## src/rtl/strb_pkg.sv

```systemverilog
package strb_pkg;
  localparam logic [1:0] ADDR_DATA = 2'b00;
  localparam logic [1:0] ADDR_STAT = 2'b10;
  localparam logic [1:0] ADDR_CTL  = 2'b11;
  localparam logic [2:0] SEL_MASK  = 3'd4;
  localparam logic [2:0] SEL_GP0   = 3'd6;
  localparam logic [2:0] SEL_GP1   = 3'd7;

  typedef struct packed {
    logic capture;
    logic gpBitWr;
    logic gpBitSel;
    logic gpBitVal;
    logic dirWr;
    logic dirVal;
  } dpCtl_t;
endpackage

```

## src/rtl/strb_ctrl.sv

```systemverilog
module strb_ctrl
  import strb_pkg::*;
#(
  parameter int SYNC_STAGES = 2
) (
  input  logic       clk,
  input  logic       rstN,
  input  logic       stbN,
  input  logic       rdN,
  input  logic       csN,
  input  logic [1:0] addr,
  input  logic       wrEn,
  input  logic [7:0] wrData,
  output dpCtl_t     ctl,
  output logic       ibf,
  output logic       intr,
  output logic       inte
);
  localparam int LAST = SYNC_STAGES - 1;

  logic [LAST:0] stbPipe, rdPipe;
  logic stbLowQ, rdLowQ;
  logic stbLowS, rdLowS;
  logic stbFall, rdFall, rdRise;
  logic dataRead, dataRdStart;
  logic ctlWr, bitWr;
  logic [2:0] bitSel;

  // Synchronizer chains, built by stage count
  generate
    for (genvar i = 0; i < SYNC_STAGES; i++) begin : g_sync
      always_ff @(posedge clk) begin
        if (!rstN) begin
          stbPipe[i] <= 1'b0;
          rdPipe[i]  <= 1'b0;
        end else if (i == 0) begin
          stbPipe[i] <= ~stbN;
          rdPipe[i]  <= ~rdN;
        end else begin
          stbPipe[i] <= stbPipe[(i == 0) ? 0 : i - 1];
          rdPipe[i]  <= rdPipe[(i == 0) ? 0 : i - 1];
        end
      end
    end
  endgenerate

  assign stbLowS = stbPipe[LAST];
  assign rdLowS  = rdPipe[LAST];
  assign stbFall = stbLowS & ~stbLowQ;
  assign rdFall  = rdLowS & ~rdLowQ;
  assign rdRise  = ~rdLowS & rdLowQ;
  assign dataRdStart = rdFall & ~csN & (addr == ADDR_DATA);

  assign ctlWr  = wrEn & ~csN & (addr == ADDR_CTL);
  assign bitWr  = ctlWr & ~wrData[7];
  assign bitSel = wrData[3:1];

  always_comb begin
    ctl.capture  = stbFall & ~ibf;
    ctl.gpBitWr  = bitWr & ((bitSel == SEL_GP0) | (bitSel == SEL_GP1));
    ctl.gpBitSel = bitSel[0];
    ctl.gpBitVal = wrData[0];
    ctl.dirWr    = ctlWr & wrData[7];
    ctl.dirVal   = wrData[3];
  end

  always_ff @(posedge clk) begin
    if (!rstN) begin
      stbLowQ  <= 1'b0;
      rdLowQ   <= 1'b0;
      dataRead <= 1'b0;
      ibf      <= 1'b0;
      intr     <= 1'b0;
      inte     <= 1'b0;
    end else begin
      stbLowQ <= stbLowS;
      rdLowQ  <= rdLowS;
      if (dataRdStart)  dataRead <= 1'b1;
      else if (rdRise)  dataRead <= 1'b0;
      if (ctl.capture)              ibf <= 1'b1;
      else if (rdRise && dataRead)  ibf <= 1'b0;
      intr <= ~stbLowS & ibf & inte & ~dataRead & ~dataRdStart;
      if (bitWr && bitSel == SEL_MASK) inte <= wrData[0];
    end
  end
endmodule

```

## src/rtl/strb_datapath.sv

```systemverilog
module strb_datapath
  import strb_pkg::*;
#(
  parameter int DATA_W = 8
) (
  input  logic              clk,
  input  logic              rstN,
  input  dpCtl_t            ctl,
  input  logic [DATA_W-1:0] pinData,
  input  logic [1:0]        gpIn,
  input  logic [1:0]        addr,
  input  logic              ibf,
  input  logic              intr,
  input  logic              inte,
  output logic [DATA_W-1:0] rdData,
  output logic [DATA_W-1:0] latchQ,
  output logic [1:0]        gpOut,
  output logic              gpOe
);
  logic gpDirIn;
  logic [1:0] gpLevel;
  logic [7:0] statusByte;

  always_ff @(posedge clk) begin
    if (!rstN) begin
      latchQ  <= '0;
      gpOut   <= '0;
      gpDirIn <= 1'b1;
    end else begin
      if (ctl.capture) latchQ <= pinData;
      if (ctl.dirWr)   gpDirIn <= ctl.dirVal;
      if (ctl.gpBitWr) gpOut[ctl.gpBitSel] <= ctl.gpBitVal;
    end
  end

  assign gpOe       = ~gpDirIn;
  assign gpLevel    = gpDirIn ? gpIn : gpOut;
  assign statusByte = {gpLevel, ibf, inte, intr, 3'b000};

  always_comb begin
    rdData = '0;
    unique case (addr)
      ADDR_DATA: rdData = latchQ;
      ADDR_STAT: rdData[7:0] = statusByte;
      default:   rdData = '0;
    endcase
  end
endmodule

```

## src/rtl/strb_in_port.sv

```systemverilog
module strb_in_port
  import strb_pkg::*;
#(
  parameter int DATA_W      = 8,
  parameter int SYNC_STAGES = 2
) (
  input  logic              clk,
  input  logic              rstN,
  input  logic [DATA_W-1:0] pinData,
  input  logic              stbN,
  output logic              ibfOut,
  output logic              intrOut,
  input  logic              csN,
  input  logic [1:0]        addr,
  input  logic              rdN,
  output logic [DATA_W-1:0] rdData,
  input  logic              wrEn,
  input  logic [7:0]        wrData,
  input  logic [1:0]        gpIn,
  output logic [1:0]        gpOut,
  output logic              gpOe
);
  dpCtl_t ctl;
  logic inteQ;
  logic [DATA_W-1:0] latchQ;

  strb_ctrl #(.SYNC_STAGES(SYNC_STAGES)) u_ctrl (
    .clk(clk), .rstN(rstN), .stbN(stbN), .rdN(rdN), .csN(csN), .addr(addr),
    .wrEn(wrEn), .wrData(wrData), .ctl(ctl), .ibf(ibfOut), .intr(intrOut),
    .inte(inteQ)
  );

  strb_datapath #(.DATA_W(DATA_W)) u_dp (
    .clk(clk), .rstN(rstN), .ctl(ctl), .pinData(pinData), .gpIn(gpIn),
    .addr(addr), .ibf(ibfOut), .intr(intrOut), .inte(inteQ),
    .rdData(rdData), .latchQ(latchQ), .gpOut(gpOut), .gpOe(gpOe)
  );
endmodule

```

## config.mk

```make
export PLATFORM = sky130hd
export DESIGN_NAME = strb_in_port
export DESIGN_NICKNAME = d
export VERILOG_FILES = /design/src/rtl/strb_pkg.sv /design/src/rtl/strb_ctrl.sv /design/src/rtl/strb_datapath.sv /design/src/rtl/strb_in_port.sv
export SDC_FILE = /design/constraint.sdc
export NUM_CORES = 1
export LEC_CHECK = 0
export BUFFER_PORTS_ARGS = -buffer_cell sky130_fd_sc_hd__buf_2
export CAP_MARGIN = 20
export CORE_UTILIZATION = 40
export DETAILED_ROUTE_END_ITERATION = 10
export PLACE_DENSITY = 0.71
export SKIP_LAST_GASP = 1
export SYNTH_ARGS = -nofsm -noshare
export SYNTH_HDL_FRONTEND = slang
export SYNTH_SLANG_ARGS = --single-unit
export TNS_END_PERCENT = 1
```

## constraint.sdc

```tcl
create_clock -name clk -period 1.8 [get_ports clk]
set_clock_uncertainty 0.05 [all_clocks]
set_input_delay 0.18 -clock clk [delete_from_list [all_inputs] [get_ports clk]]
set_output_delay 0.18 -clock clk [all_outputs]
set_load 0.005 [all_outputs]
```

==> flow_summary.ini <==
[status]
outcome = completed

[yosys]
synth_compound_area_frac = 0.0420
synth_cell_type_count = 22
synthMuxAreaShare = 0.179
synth_xor_area_frac = 0
synth-adder-area-share = 0
synth_seq_cells = 21
synth_area_leaders = dfxtp_1 47%, mux2i_1 18%, nor2b_1 7.7%
netlist_instances = 92
synth-simple-area-share = 0.276
syn-num-nets = 118
synth_top_area_share = 0.470
yosysSeqAreaShare = 0.470
syn-cell-area_um2 = 895
synth_top_family_by_area = simple AND/OR/NAND/NOR gates
syn_avg_cell_area_um2 = 9.72
synth_top_area_cell = dfxtp_1
yosysWarningCount = 0

[setup_path]
critPathTopFamily = flip-flops
cp_num_buf_inv = 1
critPathSlowestCell = dfxtp_1
cp.arrival_ns = 1.17
crit_chain = mux2i_1, a211oi_1, buf_2
cp_max_fo = 3
critPathLaunchType = register
worstPathRequired_ns = 1.57
cp-end-kind = primary output
worst-setup-path-type = register to primary output
slowest_delay_ns = 0.40

[sta]
totalNegativeSetupSlack_ns = 0
rsz0062_at_grt = no
setup_violations = 0
post-route-period-util = 0.779
post-route-min-period_ns = 1.40
fmax_mhz = 713
max_slew_margin = 0.789
tightest_slew_ns = 0.316
hold_viol = 0
worst_slack_ns = 0.398
slew_violations = 0

[clock_network]
root_buffer = clkbuf_4
clk_pin_slew_worst_paths_ns = 0.11
h-tree-depth = 1
cts_buffer_depth = 2
cts_resized = 0
clock-sinks = 21
insertion_delay_ns = 0.30
tritoncts = built
cts_buffers = 3

[flow_run]
drv_cap = 0

[power_and_ir_drop]
p_leak_nw = 0.549
power_density_nw_per_um2 = 693
vdd_drop_max_mv = 0.394

[final_layout]
insertedDiodeCount = 0
drive_above_1_share = 0.328
areaGrowthSynthToFinish_pct = 28.4
fin_nets = 158

[floorplan]
start_util = 0.442
die-area_um2 = 2430
core_um2 = 2020
rows = 16
die_width_um = 49.3
io_pins = 39
die_y_um = 49.3

[drt]
routed_wl_mm = 1.73
firstDrtPassIters = 4
drtIter0Drc = 4
ant_nets = 0
routed-via-count = 758
vias_per_cell = 4.80
drc_errors = 0
routedWlPerCell_um = 11.0

[global_route]
antenna_found_initial = 0
grt_max_degree = 23
grt_first_pass_wirelength_mm = 3.02
overflow = 0
grt_pass1_vias = 747
grt_usage = 0.162

[hold_path]
hp-class = primary input to register

[placement]
portBuffers = 35
gp_congestion = 0.748
dp_slack_ns = 0.581
place_hpwl_mm = 1.28
[area by class of cell]
class	instances	area, µm²
Clock buffer	3	22.5
Tap cell	27	33.8
Inverter	2	7.51
Sequential cell	21	420
Clock inverter	1	5.00
Fill cell	202	873
Multi-Input combinational cell	65	449
Timing Repair Buffer	39	210
[power breakdown]
part / total, mW / switching (mW) / internal, mW
registers: 0.486 / 0.00774 / 0.478
clock network: 0.219 / 0.136 / 0.0827
logic: 0.0910 / 0.0404 / 0.0506
[cell usage in the layout (no fill, tap or decap), drive strengths merged, types with 2 or more instances in the layout]
cell,instances
clkbuf,3
nor2,8
and2,7
a21oi,2
nor2b,11
buf,37
mux2i,16
inv,2
dfxtp,21
nand3,3
a211oi,2
nand2,5
nand3b,2
dlygate4sd3,2
[tightest hold or removal path, stage by stage]
cell      delay [ns]
buf_2           0.08
nand3_1         0.06
nand3b_1        0.07
[sequential cells by signal (all words and copies together) (netlist names)]
register and cells:
u_ctrl.rdLowS 1, u_ctrl.ibf 1, u_ctrl.intr 1, u_ctrl.rdPipe 1, u_ctrl.stbLowS 1, u_ctrl.stbLowQ 1
u_ctrl.inte 1, u_ctrl.rdLowQ 1, u_ctrl.dataRead 1, u_dp.latchQ 8, u_ctrl.stbPipe 1, u_dp.gpDirIn 1
u_dp.gpOut 2
[metrics by stage]
stage | util | cells | hold slack [ns] | total power [mW] | cell area [µm²]
after global placement | 0.545 | 152 | 0.285 | 0.582 | 1100
final | 0.568 | 158 | 0.0723 | 0.796 | 1150
after detailed placement | 0.545 | 152 | 0.288 | 0.585 | 1100
after floorplan | - | 92 | 0.202 | 0.542 | 895
after CTS | 0.568 | 158 | 0.0650 | 0.813 | 1150
after global routing | 0.568 | 158 | 0.0658 | 0.850 | 1150
[cells in the mapped netlist]
| cell type | n |
|---|---|
| nor2b_1 | 11 |
| o21ai_0 | 1 |
| nand3b_1 | 2 |
| nand3_1 | 3 |
| nand4_1 | 1 |
| a21boi_0 | 1 |
| nor3b_1 | 1 |
| dfxtp_1 | 21 |
| nand2_1 | 5 |
| inv_1 | 2 |
| and2_1 | 7 |
| buf_4 | 2 |
| and4b_4 | 1 |
| nor2_1 | 8 |
| and2b_1 | 1 |
| nand4b_1 | 1 |
| nor3_1 | 1 |
| mux2i_1 | 16 |
| and3_1 | 1 |
| a21oi_1 | 2 |
| a211oi_1 | 2 |
| clkbuf_1 | 2 |
[routing by layer]
| metal | GRT usage | part of all wire | vias to the layer above |
|---|---|---|---|
| met5 | 0 | 0 | - |
| met4 | 0.0735 | 0.0081 | 0 |
| met3 | 0.0343 | 0.039 | 2 |
| met2 | 0.276 | 0.47 | 16 |
| met1 | 0.193 | 0.48 | 347 |
| li1 | - | - | 393 |
[repair_timing]
item / 4_1_cts / 5_1_grt
hold buffers: 2 / 0
buffers inserted: 0 / 0
hold endpoints to repair: 2 / 0
[kinds of logic after synthesis]
logic type | count (synthesis)
buffers and inverters | 6
flip-flops | 21
multiplexers | 16
AO/OA/AOI/OAI | 6
AND/OR/NAND/NOR | 43
[path summary, 6_finish.rpt]
kind              cells after the start         startpoint  slack [ns]              to
hold / removal                        3          wrData[3]        0.07    u_dp.gpDirIn
setup reg to reg                      4         u_ctrl.ibf        0.58  u_dp.latchQ[3]
setup / recovery                      3       u_dp.gpDirIn        0.40       rdData[6]
hold reg to reg                       1  u_ctrl.stbPipe[0]        0.40  u_ctrl.stbLowS
No activity file was read; power rests on OpenSTA's default activity.
